===== config.mk =====
export PLATFORM = sky130hd
export DESIGN_NAME = vgrp_state_csr
export DESIGN_NICKNAME = d
export VERILOG_FILES = /design/src/rtl/vgrp_pkg.sv /design/src/rtl/vgrp_wr_check.sv /design/src/rtl/vgrp_trap_save.sv /design/src/rtl/vgrp_phase_fsm.sv /design/src/rtl/vgrp_state_csr.sv
export SDC_FILE = /design/constraint.sdc
export NUM_CORES = 1
export LEC_CHECK = 0
export BUFFER_PORTS_ARGS = -buffer_cell sky130_fd_sc_hd__buf_4
export CORE_MARGIN = 5
export CORE_UTILIZATION = 45
export DETAILED_ROUTE_END_ITERATION = 8
export PLACE_DENSITY = 0.78
export SETUP_SLACK_MARGIN = 0.02
export SYNTH_ARGS = -nofsm -noshare
export SYNTH_HDL_FRONTEND = slang
export SYNTH_SLANG_ARGS = --single-unit

===== constraint.sdc =====
create_clock -name clk -period 2.3 [get_ports clk]
set_input_delay 0.115 -clock clk [delete_from_list [all_inputs] [get_ports clk]]
set_output_delay 0.115 -clock clk [all_outputs]
set_load 0.005 [all_outputs]

===== src/rtl/vgrp_pkg.sv =====
package vgrp_pkg;
    localparam int XLEN    = 32;
    localparam int PTR_W   = 5;
    localparam int LEN_W   = 16;
    localparam int ILEN_W  = 3;
    localparam int PLEN_W  = 2;
    localparam int RLEN_W  = 2;
    localparam int OPLEN_W = 3;
    localparam int HDR_W   = 1 + ILEN_W + PLEN_W + RLEN_W + 1;
    localparam int BND_W   = PTR_W + 1;

    typedef enum logic [1:0] {
        PH_SCALAR = 2'b00,
        PH_HDR    = 2'b01,
        PH_LEN    = 2'b10,
        PH_EXEC   = 2'b11
    } phase_e;

    typedef struct packed {
        phase_e              phase;
        logic                lenset;
        logic [ILEN_W-1:0]   ilen16;
        logic [PLEN_W-1:0]   predlen;
        logic [RLEN_W-1:0]   reglen;
        logic                mode;
        logic [LEN_W-1:0]    lenblk;
        logic [PTR_W-1:0]    optr;
    } vstate_t;

    // Resume form of a saved word: an executing group re-decodes its register blocks.
    function automatic vstate_t resume_form(vstate_t s);
        vstate_t r;
        r = s;
        if (s.phase == PH_EXEC)
            r.phase = PH_LEN;
        return r;
    endfunction

    function automatic logic [PTR_W-1:0] advance_ptr(logic [PTR_W-1:0] p,
                                                     logic [OPLEN_W-1:0] n);
        return p + PTR_W'(n);
    endfunction
endpackage


===== src/rtl/vgrp_wr_check.sv =====
module vgrp_wr_check
    import vgrp_pkg::*;
(
    input  phase_e             phase,
    input  logic               use_imm,
    input  logic [PTR_W-1:0]   imm,
    input  logic [XLEN-1:0]    rs1,
    input  logic [BND_W-1:0]   bound,
    output logic               accept,
    output logic [PTR_W-1:0]   new_ptr
);
    logic [XLEN-1:0] cand;
    logic            in_range;

    always_comb begin
        cand     = use_imm ? {{(XLEN-PTR_W){1'b0}}, imm} : rs1;
        in_range = cand < {{(XLEN-BND_W){1'b0}}, bound};
        accept   = (phase == PH_EXEC) && in_range;
        new_ptr  = cand[PTR_W-1:0];
    end
endmodule


===== src/rtl/vgrp_trap_save.sv =====
module vgrp_trap_save
    import vgrp_pkg::*;
(
    input  logic      clk,
    input  logic      rst,
    input  logic      trap_enter,
    input  vstate_t   live_in,
    input  logic      sv_wr,
    input  vstate_t   sv_wdata,
    output vstate_t   saved,
    output vstate_t   restore_val
);
    vstate_t saved_q;

    always_ff @(posedge clk) begin
        if (rst)
            saved_q <= '0;
        else if (trap_enter)
            saved_q <= live_in;
        else if (sv_wr)
            saved_q <= sv_wdata;
    end

    assign saved       = saved_q;
    assign restore_val = resume_form(saved_q);

    // entry captures the live word as it stood
    a_r10_capture: assert property (@(posedge clk) disable iff (rst)
        trap_enter |=> (saved_q == $past(live_in)));
    // a handler write lands unless a trap entry preempts it
    a_r12_free_write: assert property (@(posedge clk) disable iff (rst)
        (sv_wr && !trap_enter) |=> (saved_q == $past(sv_wdata)));
endmodule


===== src/rtl/vgrp_phase_fsm.sv =====
module vgrp_phase_fsm
    import vgrp_pkg::*;
(
    input  logic               clk,
    input  logic               rst,
    input  logic               hdr_seen,
    input  logic [HDR_W-1:0]   hdr_fields,
    input  logic               lenblk_done,
    input  logic [LEN_W-1:0]   lenblk_val,
    input  logic               regblk_done,
    input  logic               op_retire,
    input  logic [OPLEN_W-1:0] op_len,
    input  logic               last_done,
    input  logic               trap_enter,
    input  logic               trap_return,
    input  vstate_t            restore_val,
    input  logic               csr_wr,
    input  logic               wr_ok,
    input  logic [PTR_W-1:0]   wr_ptr,
    output vstate_t            live,
    output logic               illegal
);
    vstate_t live_q, nxt;
    logic    illegal_q, reject;

    always_comb begin
        nxt    = live_q;
        reject = 1'b0;
        if (trap_enter) begin
            nxt = '0;
        end else if (trap_return) begin
            nxt = restore_val;
        end else if (csr_wr) begin
            if (wr_ok) nxt.optr = wr_ptr;
            else       reject   = 1'b1;
        end else begin
            case (live_q.phase)
                PH_SCALAR: if (hdr_seen) begin
                    nxt       = '0;
                    nxt.phase = PH_HDR;
                    {nxt.lenset, nxt.ilen16, nxt.predlen, nxt.reglen, nxt.mode} = hdr_fields;
                end
                PH_HDR: if (lenblk_done) begin
                    nxt.phase  = PH_LEN;
                    nxt.lenblk = lenblk_val;
                end
                PH_LEN: if (regblk_done)
                    nxt.phase = PH_EXEC;
                PH_EXEC: begin
                    if (last_done)
                        nxt = '0;
                    else if (op_retire)
                        nxt.optr = advance_ptr(live_q.optr, op_len);
                end
                default: nxt = live_q;
            endcase
        end
    end

    always_ff @(posedge clk) begin
        if (rst) begin
            live_q    <= '0;
            illegal_q <= 1'b0;
        end else begin
            live_q    <= nxt;
            illegal_q <= reject;
        end
    end

    assign live    = live_q;
    assign illegal = illegal_q;

    logic quiet;
    assign quiet = !trap_enter && !trap_return && !csr_wr;

    // scalar mode is left only toward the header phase, or by trap return
    a_r3_leave_scalar: assert property (@(posedge clk) disable iff (rst)
        (live_q.phase == PH_SCALAR && !trap_return) |=> (live_q.phase inside {PH_SCALAR, PH_HDR}));
    // entering execution keeps the pointer
    a_r5_keep_ptr: assert property (@(posedge clk) disable iff (rst)
        (live_q.phase == PH_LEN && regblk_done && quiet)
        |=> (live_q.phase == PH_EXEC && live_q.optr == $past(live_q.optr)));
    // group exit discards the whole word
    a_r7_exit_clears: assert property (@(posedge clk) disable iff (rst)
        (live_q.phase == PH_EXEC && last_done && quiet) |=> (live_q == '0));
    // a write outside execution is rejected without side effects
    a_r9_reject_phase: assert property (@(posedge clk) disable iff (rst)
        (csr_wr && !trap_enter && !trap_return && live_q.phase != PH_EXEC)
        |=> (illegal_q && $stable(live_q)));
    // the pulse only follows a write request
    a_r9_pulse_source: assert property (@(posedge clk) disable iff (rst)
        illegal_q |-> $past(csr_wr));
    // resume of an executing group rolls back one phase, pointer kept
    a_r11_rollback: assert property (@(posedge clk) disable iff (rst)
        (trap_return && !trap_enter && restore_val.phase == PH_LEN)
        |=> (live_q.phase == PH_LEN && live_q.optr == $past(restore_val.optr)));
    // a trap entry beats any write
    a_r13_trap_first: assert property (@(posedge clk) disable iff (rst)
        trap_enter |=> (live_q == '0 && !illegal_q));
endmodule


===== src/rtl/vgrp_state_csr.sv =====
module vgrp_state_csr
    import vgrp_pkg::*;
(
    input  logic               clk,
    input  logic               rst,
    input  logic               hdr_seen,
    input  logic [HDR_W-1:0]   hdr_fields,
    input  logic               lenblk_done,
    input  logic [LEN_W-1:0]   lenblk_val,
    input  logic               regblk_done,
    input  logic               op_retire,
    input  logic [OPLEN_W-1:0] op_len,
    input  logic               last_done,
    input  logic               trap_enter,
    input  logic               trap_return,
    input  logic               csr_wr,
    input  logic               wr_use_imm,
    input  logic [PTR_W-1:0]   wr_imm,
    input  logic [XLEN-1:0]    wr_rs1,
    input  logic [BND_W-1:0]   ptr_bound,
    input  logic               sv_wr,
    input  logic [XLEN-1:0]    sv_wdata,
    output logic [XLEN-1:0]    csr_value,
    output logic               grp_active,
    output logic [PTR_W-1:0]   cur_optr,
    output logic               illegal_o,
    output logic [XLEN-1:0]    saved_value
);
    vstate_t            live, saved, restore_val;
    logic               wr_ok;
    logic [PTR_W-1:0]   wr_ptr;

    vgrp_wr_check u_check (
        .phase   (live.phase),
        .use_imm (wr_use_imm),
        .imm     (wr_imm),
        .rs1     (wr_rs1),
        .bound   (ptr_bound),
        .accept  (wr_ok),
        .new_ptr (wr_ptr)
    );

    vgrp_trap_save u_save (
        .clk         (clk),
        .rst         (rst),
        .trap_enter  (trap_enter),
        .live_in     (live),
        .sv_wr       (sv_wr),
        .sv_wdata    (vstate_t'(sv_wdata)),
        .saved       (saved),
        .restore_val (restore_val)
    );

    vgrp_phase_fsm u_fsm (
        .clk         (clk),
        .rst         (rst),
        .hdr_seen    (hdr_seen),
        .hdr_fields  (hdr_fields),
        .lenblk_done (lenblk_done),
        .lenblk_val  (lenblk_val),
        .regblk_done (regblk_done),
        .op_retire   (op_retire),
        .op_len      (op_len),
        .last_done   (last_done),
        .trap_enter  (trap_enter),
        .trap_return (trap_return),
        .restore_val (restore_val),
        .csr_wr      (csr_wr),
        .wr_ok       (wr_ok),
        .wr_ptr      (wr_ptr),
        .live        (live),
        .illegal     (illegal_o)
    );

    assign csr_value   = live;
    assign saved_value = saved;
    assign grp_active  = (live.phase != PH_SCALAR);
    assign cur_optr    = live.optr;

    // the active flag agrees with the top phase bits of the read value
    a_r2_active_flag: assert property (@(posedge clk) disable iff (rst)
        grp_active == (csr_value[31:30] != 2'b00));
    // an in-range execution-phase write leaves every other field alone
    a_r8_fields_kept: assert property (@(posedge clk) disable iff (rst)
        (csr_wr && wr_ok && !trap_enter && !trap_return)
        |=> (csr_value[31:5] == $past(csr_value[31:5]) && !illegal_o));
endmodule


-- Word-level counts from Yosys, hierarchy flattened
Index checks and enable logic that the tools add are counted.
- order comparisons: 1
- equality and inequality tests: 12
- reductions and logical operators: 13
- bitwise gates (word level): 1
- multiplexer cells: 20
- add/subtract/negate cells: 1
- operators with widths (cell ; count):
    2-to-1 mux 32 bit ; 5
    2-to-1 mux 27 bit ; 2
    one-hot mux 16 bit (3 select lines) ; 1
    < comparator 32 x 6 -> 1 bit ; 1
    2-to-1 mux 5 bit ; 4
    one-hot mux 9 bit (2 select lines) ; 1
    2-to-1 mux 16 bit ; 1
    != test 3 bit (second input constant) ; 4
    one-hot mux 5 bit (2 select lines) ; 1
    AND reduction 5 bit ; 2
    one-hot mux 2 bit (4 select lines) ; 1
    AND reduction 4 bit ; 2
    nonzero test 4 bit ; 2
    == test 2 bit (second input constant) ; 3
    2-to-1 mux 2 bit ; 3
    adder 5 x 3 -> 5 bit ; 1
    != test 5 bit (second input constant) ; 1
    != test 4 bit (second input constant) ; 1
    nonzero test 2 bit ; 2
    OR reduction 4 bit ; 1
    != test 3 x 2 -> 1 bit (second input constant) ; 1
    nonzero test 3 bit ; 1
    == test 2 x 1 -> 1 bit (second input constant) ; 1
    zero test 2 bit ; 1
    5 further kinds ; 5
- bits of input ports: 115
- logic and storage cells: 65
- flip-flop bits (word level): 65
- output and inout port bits: 71

-- Depth between registers and ports, before layout
Gate-level depths: netlist of the first run.
- word-level depth: 6
- depth in mapped cells: 9
- mapped depth without buffers: 8

-- By module
A second synthesis of the first run with hierarchy kept.
- cells, all modules: 400
- area, all modules: 3887.5 um^2
- by module, submodules not included (module ; seq. area each (um^2) ; instances ; cells an instance ; area each (um^2)):
    vgrp_phase_fsm ; 660.6 ; 1 ; 185 ; 1778.0
    vgrp_trap_save ; 640.6 ; 1 ; 174 ; 1766.7
    vgrp_wr_check ; 0.0 ; 1 ; 35 ; 299.0
    vgrp_state_csr ; 0.0 ; 1 ; 6 ; 43.8

-- Worst setup path before layout of the first run
Ideal clock, no wire load.
- path type: input port to flip-flop
- from: input port wr_use_imm
- to: register u_fsm.live_q (netlist bit u_fsm.live[3])
- path slack: 0.392 ns
- library setup time: 0.092 ns
- stages: 9
- data required time: 2.208 ns
- data arrival time: 1.815 ns
- path through: buf_6 > mux2_2 > ha_1 > a21oi_1 > nand2_1 > a21boi_0 > and3_4 > nor3_2 > o32ai_1
- longest elaborated chain between the ends: 5
- RTL lines (what ; line ; RTL):
    start: declaration ; vgrp_state_csr.sv:17 ; input logic wr_use_imm,
    2-to-1 mux 32 bit * ; vgrp_wr_check.sv:16 ; cand = use_imm ? {{(XLEN-PTR_W){1'b0}}, imm} : rs1;
    < comparator 32 x 6 -> 1 bit ; vgrp_wr_check.sv:17 ; in_range = cand < {{(XLEN-BND_W){1'b0}}, bound};
    logical AND 1 bit ; vgrp_wr_check.sv:18 ; accept = (phase == PH_EXEC) && in_range;
    != test 3 x 2 -> 1 bit (no line) ; -- ;
    AND reduction 4 bit (no line) ; -- ;
    end signal: assignment ; vgrp_phase_fsm.sv:65 ; live_q <= nxt;
    end: declaration ; vgrp_phase_fsm.sv:23 ; vstate_t live_q, nxt;
Every way passes the cells marked *; elsewhere a longest branch is shown, timed or not. The select of a mux whose other input is x is not followed.
A chain may end at the register's enable or synchronous reset.

-- Final worst setup path of the first run
- from: register u_fsm.live_q (netlist bit u_fsm.live[30])
- to: register u_fsm.live_q (netlist bit u_fsm.live[5])
- longest elaborated chain between the ends: 4
- RTL lines (what ; line ; RTL):
    == test 2 bit, or another cell as far along ; vgrp_phase_fsm.sv:37 ; case (live_q.phase)
    one-hot mux 16 bit (3 select lines) ; vgrp_phase_fsm.sv:37 ;
    2-to-1 mux 27 bit ; vgrp_phase_fsm.sv:33 ; end else if (csr_wr) begin
    2-to-1 mux 32 bit ; vgrp_phase_fsm.sv:31 ; end else if (trap_return) begin
Parallel ways exist; a longest one is shown, timed or not. The select of a mux whose other input is x is not followed.

==> results.md, run 1 <==
* Cell Pwr Density at 592 nW/µm²
* Post_cts resized at 0
* 1st-iter DRT viols at 136
* Critical path peak fanout at 32
* RR Startpoint: u_fsm.live[30]
* Critical Path AT at 2.18 ns
* Root Driver: clkbuf_8
* Initial antenna violation count at 0
* Syn_nets at 549
* #FFs+latches synth at 65
* Multi-input logic area at 1960 µm²
* Core ar. at 7650 µm²
* Cell accounting for the most synthesized area: dfxtp_1
* # DRC at 0
* Longest Clk Path Bufs at 2
* DRT Wirelength at 11800 µm
* Drt pass-1 iters at 4
* Starting Density at 45.6%
* Post-DP HPWL at 8650 µm
* Worst Skew at 0.0107 ns
* Die width at 98.0 µm
* Cells after synthesis at 421
* TritonCTS buffer count at 9
* Kind of critical path: reg -> reg
* CTS Sinks at 65
* Final Hold Vio Count at 0
* Setup TNS at 0 ns
* Worst EP required at 2.54 ns
* Clock tree from TritonCTS: done
* Dpl cells at 678
* Ys Warns at 0
* Gr ovfl total at 0
* Std cell rows at 32
* Worst hold margin at 0.105 ns
* Synthesized area per cell at 8.28 µm²
* Worst-path clk slew at 0.07 ns
* Final Cycle Share at 84.1%
* Largest cells by area after synthesis: dfxtp_1 37%, nor2_1 10%, mux2i_1 9.2%
* DIE AREA at 9610 µm²
* Postcts setup bufs at 0
* Largest net degree at the start of global routing at 45
* Post-CTS Hold Buffers at 0
* Final Cell Area at 5150 µm²
* Register area at 1300 µm²
* Worst skew pair latency at 0.34 ns
* RePlAce Congestion at 0.930
* Global-route wire length before repair at 18800 µm
* Max cap viols at 0
* Most numerous cell in the Yosys netlist: nor2_1
* Post-Layout Cell Count at 694
* Fill cell count at 630
* DP Area at 4900 µm²
* Post-route ant nets at 0
* Vias in the first global route at 3837
* RSZ-0062 raised after global routing: no
* Pins Over Slew Limit at 0
* Share of cells above drive strength 1 at 38.0%
* Via count at 3788
* Worst-Margin Slew at 0.674 ns
* Min cycle time layout at 1.93 ns
* Leakage dissipation at 2.42 nW
* Routed wire per std cell at 16.9 µm
* Number of port buffers at 185
* Slew headroom at 55.1%
* I/O pin cnt at 186
* Highest clock rate at 517 MHz
* Hold_sp: sv_wdata[31]
* Final net count at 715
* Vias per inst at 5.46
* Commonest cells in the netlist: 93 x nor2_1, 65 x dfxtp_1, 44 x a21oi_1
* Seq/Total Area, Yosys at 37.3%
* Area Overhead vs Synth at 47.7%
* Asr flop ratio synth at 0%
* Worst hold path type: in -> reg
* Post-synth EDFFs at 0
* H-tree depth at 3
* Worst setup SP type: flop
* Status: finished clean
* Final setup fails at 0
* Die Y at 98.0 µm
* Mapped Area at 3490 µm²
* Synth Flop Type: dfxtp_1
* Peak supply drop at 488 µV
* All-layer global routing usage at 24.1%
* Critical Path End Type: flop
* CP Launch Point: u_fsm.live[30]
* Total power at 3.05 mW
* Antenna Cells at 0
* Synth cell types at 44
* Top-area cell type share of the netlist area at 37.3%
==> per-layer routing <==
metal,vias to the layer above,track usage (%),share of wire [%]
li1,1832,-,-
met1,1729,27.8,40
met2,199,39.5,46
met3,28,8.86,11
met4,0,11.4,3.0
met5,-,0,0
==> metrics by stage <==
| stage | util [%] | setup slack [ns] |
|---|---|---|
| floorplan | - | 0.392 |
| global placement | 64.0 | 0.256 |
| detailed placement | 64.0 | 0.145 |
| CTS | 67.3 | 0.375 |
| global route | 67.3 | 0.174 |
| finish | 67.3 | 0.367 |
==> path summary, 6_finish.rpt <==
kind | end | slack [ns] | cells after the start
setup / recovery | u_fsm.live[5] | 0.37 | 8
setup reg to reg | u_fsm.live[5] | 0.37 | 8
hold / removal | u_save.saved[31] | 0.10 | 3
hold reg to reg | u_fsm.live[27] | 0.51 | 2
==> sequential cells by signal (all words and copies together) (netlist names) <==
signal	flops
u_fsm.illegal	1
u_save.restore_val	30
u_fsm.live	32
u_save.saved	2
==> report_power, final <==
part           total [mW]  switching, mW  leakage (nW)  internal [mW]
sequential           1.23         0.0498         0.531           1.18
combinational       0.609          0.280          1.77          0.329
clock                1.21          0.458         0.123          0.753
total                3.05          0.788          2.42           2.26
==> area by class of cell <==
cell class              count  share of cell area [%]
inverters                  13                   0.948
clock inverters             6                    2.24
multi-input cells         306                    38.2
flip-flops and latches     65                    25.3
repair buffers            192                    28.2
well taps                 102                    2.48
clock buffers              10                    2.67
==> worst max-delay path: stages, from the launching register on <==
cell and delay [ns]:
dfxtp_1 0.43, inv_1 0.12, ha_1 0.23, a21oi_1 0.17, a21oi_1 0.17, a21oi_2 0.21
buf_12 0.20, nor2_1 0.07, a211oi_1 0.24
==> layout by cell type (no fill, tap or decap), types with 2 or more instances in the layout <==
cell type,n
o221ai_1,3
a31oi_1,2
a221oi_1,2
clkbuf_8,10
o31ai_1,2
dfxtp_1,65
a21oi_1,43
nor2_1,93
nand4_1,2
o21ai_0,3
inv_1,13
nand2_1,9
nor2b_1,3
a22oi_1,24
nor3_1,4
o32ai_1,2
bufinv_16,3
nor4_1,6
a211oi_1,30
nand3_1,4
a21o_1,2
nand2b_1,4
mux2_2,4
buf_4,191
ha_1,12
clkinv_4,2
mux2i_1,32
or2_2,4
==> cells by family after synthesis <==
group / Yosys count / share of synthesized area [%]
DFF: 65 / 37.3
adders and majority gates: 13 / 4.88
AOI/OAI and AO/OA: 119 / 22.8
buffers and inverters: 50 / 6.43
xor gates and xnor gates: 1 / 0.251
muxes: 36 / 10.5
and+or+nand+nor: 137 / 17.9
(Power assumes the default switching activity.)
==> run 2, diff against run 1 <==
--- a/config.mk
+++ b/config.mk
@@ -5,6 +5,7 @@
 export SDC_FILE = /design/constraint.sdc
 export NUM_CORES = 1
 export LEC_CHECK = 0
+export ABC_AREA = 1
 export BUFFER_PORTS_ARGS = -buffer_cell sky130_fd_sc_hd__buf_4
 export CORE_MARGIN = 5
 export CORE_UTILIZATION = 45
==> constraint.sdc (replaced) <==
create_clock -name clk -period 2 [get_ports clk]
set_input_delay 0.1 -clock clk [delete_from_list [all_inputs] [get_ports clk]]
set_output_delay 0.1 -clock clk [all_outputs]
set_load 0.005 [all_outputs]
==> run 2 against run 1 <==
  * Die area is 0.91% lower
  * First-iteration DRC count up 9.6%
  * Combinational power rose by 38%
  * Worst hold slack lost 0.094 ns
  * Sequential share of layout area decreased by 1.2 points
  * Clock skew barely moved
  * Largest cell class is now buffers
  * Largest power group unchanged
==> results.md, run 2 <==
* Status: finished clean
* Cell accounting for the most synthesized area: dfxtp_1
* Clock tree from TritonCTS: done
* Worst hold path type: in -> reg
* RSZ-0062 raised after global routing: no
* Vias per inst at 5.38
* Routed wire per std cell at 16.6 µm
* Most common cell after layout, fill and taps aside: buf_4
* Most numerous cell in the Yosys netlist: dfxtp_1
* Worst EP required at 2.27 ns
* Max reg flops at 32
* DRT Wirelength at 12800 µm
* All-layer global routing usage at 26.5%
* Starting Density at 45.4%
* Ys Warns at 0
* Cell Chain, Critical Path: inv_1 -> ha_1 -> inv_1 -> nor3_1 -> inv_1 -> nand3_2 -> a21oi_2 -> nand2_1 -> inv_2 -> buf_12 -> o21ai_0 -> a31oi_1
* Syn_nets at 589
* Pins Over Slew Limit at 0
* # DRC at 0
* Critical path peak fanout at 16
* TritonCTS buffer count at 9
* H-tree depth at 3
* CP dominant cell by count: inv_1
* Buffers & Inverters on Critical Path at 5
* DP Area at 4890 µm²
* Final setup margin at 0.179 ns
* Comb pwr share at 24.6%
* Synthesized area per cell at 7.49 µm²
* Final net count at 793
* Hold Path Depth at 3
* Critical Path End Type: flop
* Sequential Power Share at 42.6%
* Highest clock rate at 549 MHz
* Vias in the first global route at 4181
* Die Y at 97.6 µm
* CP Launch Point: u_fsm.live[30]
* Power Internal at 2.41 mW
* Dpl ws at 0.178 ns
* Top-area cell type share of the netlist area at 37.7%
* Largest net degree at the start of global routing at 33
* Share of cells above drive strength 1 at 34.9%
* Cells after synthesis at 461
* Area Overhead vs Synth at 56.9%
* Largest cells by area after synthesis: dfxtp_1 38%, o221ai_1 8.4%, nand2_1 6.7%
* DIE AREA at 9520 µm²
* Synth cell types at 35
* Register-to-register setup slack at 0.18 ns
* RePlAce Congestion at 0.875
* Switch Pwr at 1.01 mW
* Root Driver: clkbuf_8
* Gr ovfl total at 0
* Synth Flop Type: dfxtp_1
* Seq/Total Area, Yosys at 37.7%
* Hold_sp: sv_wdata[26]
* Peak supply drop at 417 µV
* Worst Skew at 0.0104 ns
* Leakage dissipation at 2.54 nW
* Drt pass-1 iters at 4
* Met1 WL at 5280 µm
* Setup TNS at 0 ns
* Clock Power Share at 32.8%
* Critical Path AT at 2.09 ns
* CP delay by family, top: buffers and inverters
* Max stage delay on crit path at 0.37 ns
* Worst setup SP type: flop
* Reg-to-Reg End: u_fsm.live[16]
* #FFs+latches synth at 65
* Number of port buffers at 185
* Core ar. at 7610 µm²
* CP max stage cell: dfxtp_2
* Hold EP: u_save.restore_val[26]
* Asr flop ratio synth at 0%
* Final setup fails at 0
* Cell Pwr Density at 632 nW/µm²
* CTS Sinks at 65
* Top Layer Used: met4
* RR Startpoint: u_fsm.live[30]
* Final Cycle Share at 91.0%
* Via count at 4155
* Min cycle time layout at 1.82 ns
* 1st-iter DRT viols at 149
* Post-synth EDFFs at 0
* I/O pin cnt at 186
* Worst r2r path cells at 12
* Post-DP HPWL at 9060 µm
* Wire length on met3 at 861 µm
* Initial antenna violation count at 0
* Commonest cells in the netlist: 65 x dfxtp_1, 62 x nand2_1, 62 x nor2_1
* Post-route ant nets at 0
* Std cell rows at 32
* Worst-Margin Slew at 0.483 ns
* Final Hold Vio Count at 0
* Switching share of power at 29.5%
* Die width at 97.6 µm
* Met2 wire length at 6450 µm
* Mapped Area at 3450 µm²
* Worst skew pair latency at 0.34 ns
* Commonest cells after routing, fill and taps aside: 200 x buf_4, 63 x dfxtp_1, 62 x nand2_1
* Global-route wire length before repair at 20700 µm
* Longest Clk Path Bufs at 2
* Slew headroom at 67.7%
* Kind of critical path: reg -> reg
* Worst-path clk slew at 0.08 ns
* Max cap viols at 0
* Final Cell Area at 5410 µm²
-- run 2: kinds of logic (layout without fill, tap and decap cells) --
| family | Yosys count | count (layout) | share of synthesized area, % |
|---|---|---|---|
| xor+xnor | 3 | 3 | 0.762 |
| other cells | 0 | 1 | 0 |
| fa+ha+maj | 13 | 13 | 4.93 |
| simple gates | 206 | 206 | 26.4 |
| flops | 65 | 65 | 37.7 |
| buf+inv | 71 | 280 | 9.75 |
| compound gates | 103 | 103 | 20.4 |
-- run 2: power by group through the flow --
stage                     Combinational, mW  Clock, mW  Sequential (mW)
after detailed placement              0.771          0             1.48
final                                 0.842       1.12             1.46
after global placement                0.751          0             1.48
after floorplan                       0.363          0             1.48
after CTS                             0.821       1.13             1.45
after global routing                  0.927       1.19             1.47
-- run 2: layer usage --
layer / vias to the layer above / GRT usage, %
met5: - / 0
met3: 20 / 7.82
met1: 1945 / 31.1
met2: 159 / 46.2
li1: 2031 / -
met4: 0 / 8.20
-- run 2: cell type report --
cell class                 instances  area (µm²)
antenna                            1        2.50
tap                              102         128
fill                             626        2190
clock inverter                     6        68.8
multi-input combinational        325        1820
clock buffer                      10         128
inverter                          32         120
timing repair buffer             232        1850
sequential                        65        1300
-- run 2: how the worst max path moves through the flow --
stage                                 to  slack, ns  depth (start not counted)
after global placement     u_fsm.live[2]       0.23                         16
after floorplan           u_fsm.live[12]       0.36                         12
after global routing      u_fsm.live[16]       0.02                         12
final                     u_fsm.live[16]       0.18                         12
after CTS                 u_fsm.live[16]       0.14                         12
after detailed placement   u_fsm.live[0]       0.18                         16
-- run 2: stage by stage --
stage               hold slack (ns)  power, mW  utilization, %  instances
floorplan                     0.239       1.84               -        461
global placement              0.326       2.23            64.2        725
detailed placement            0.334       2.25            64.2        725
CTS                         0.00417       3.41            70.8        771
global route                 0.0160       3.59            71.1        772
finish                       0.0108       3.42            71.2        773
-- run 2: tightest hold or removal path, delay by kind of cell --
| family | cells | cell delay, ns |
|---|---|---|
| and+or+nand+nor | 2 | 0.13 |
| buffers and inverters | 1 | 0.08 |
-- run 2: what timing repair did --
item                                    in CTS  in global routing
endpoints found under the setup margin       0                 21
setup buffers                                0                  0
hold buffers                                30                  0
resized for setup                            0                  2
hold endpoints to repair                    30                  0
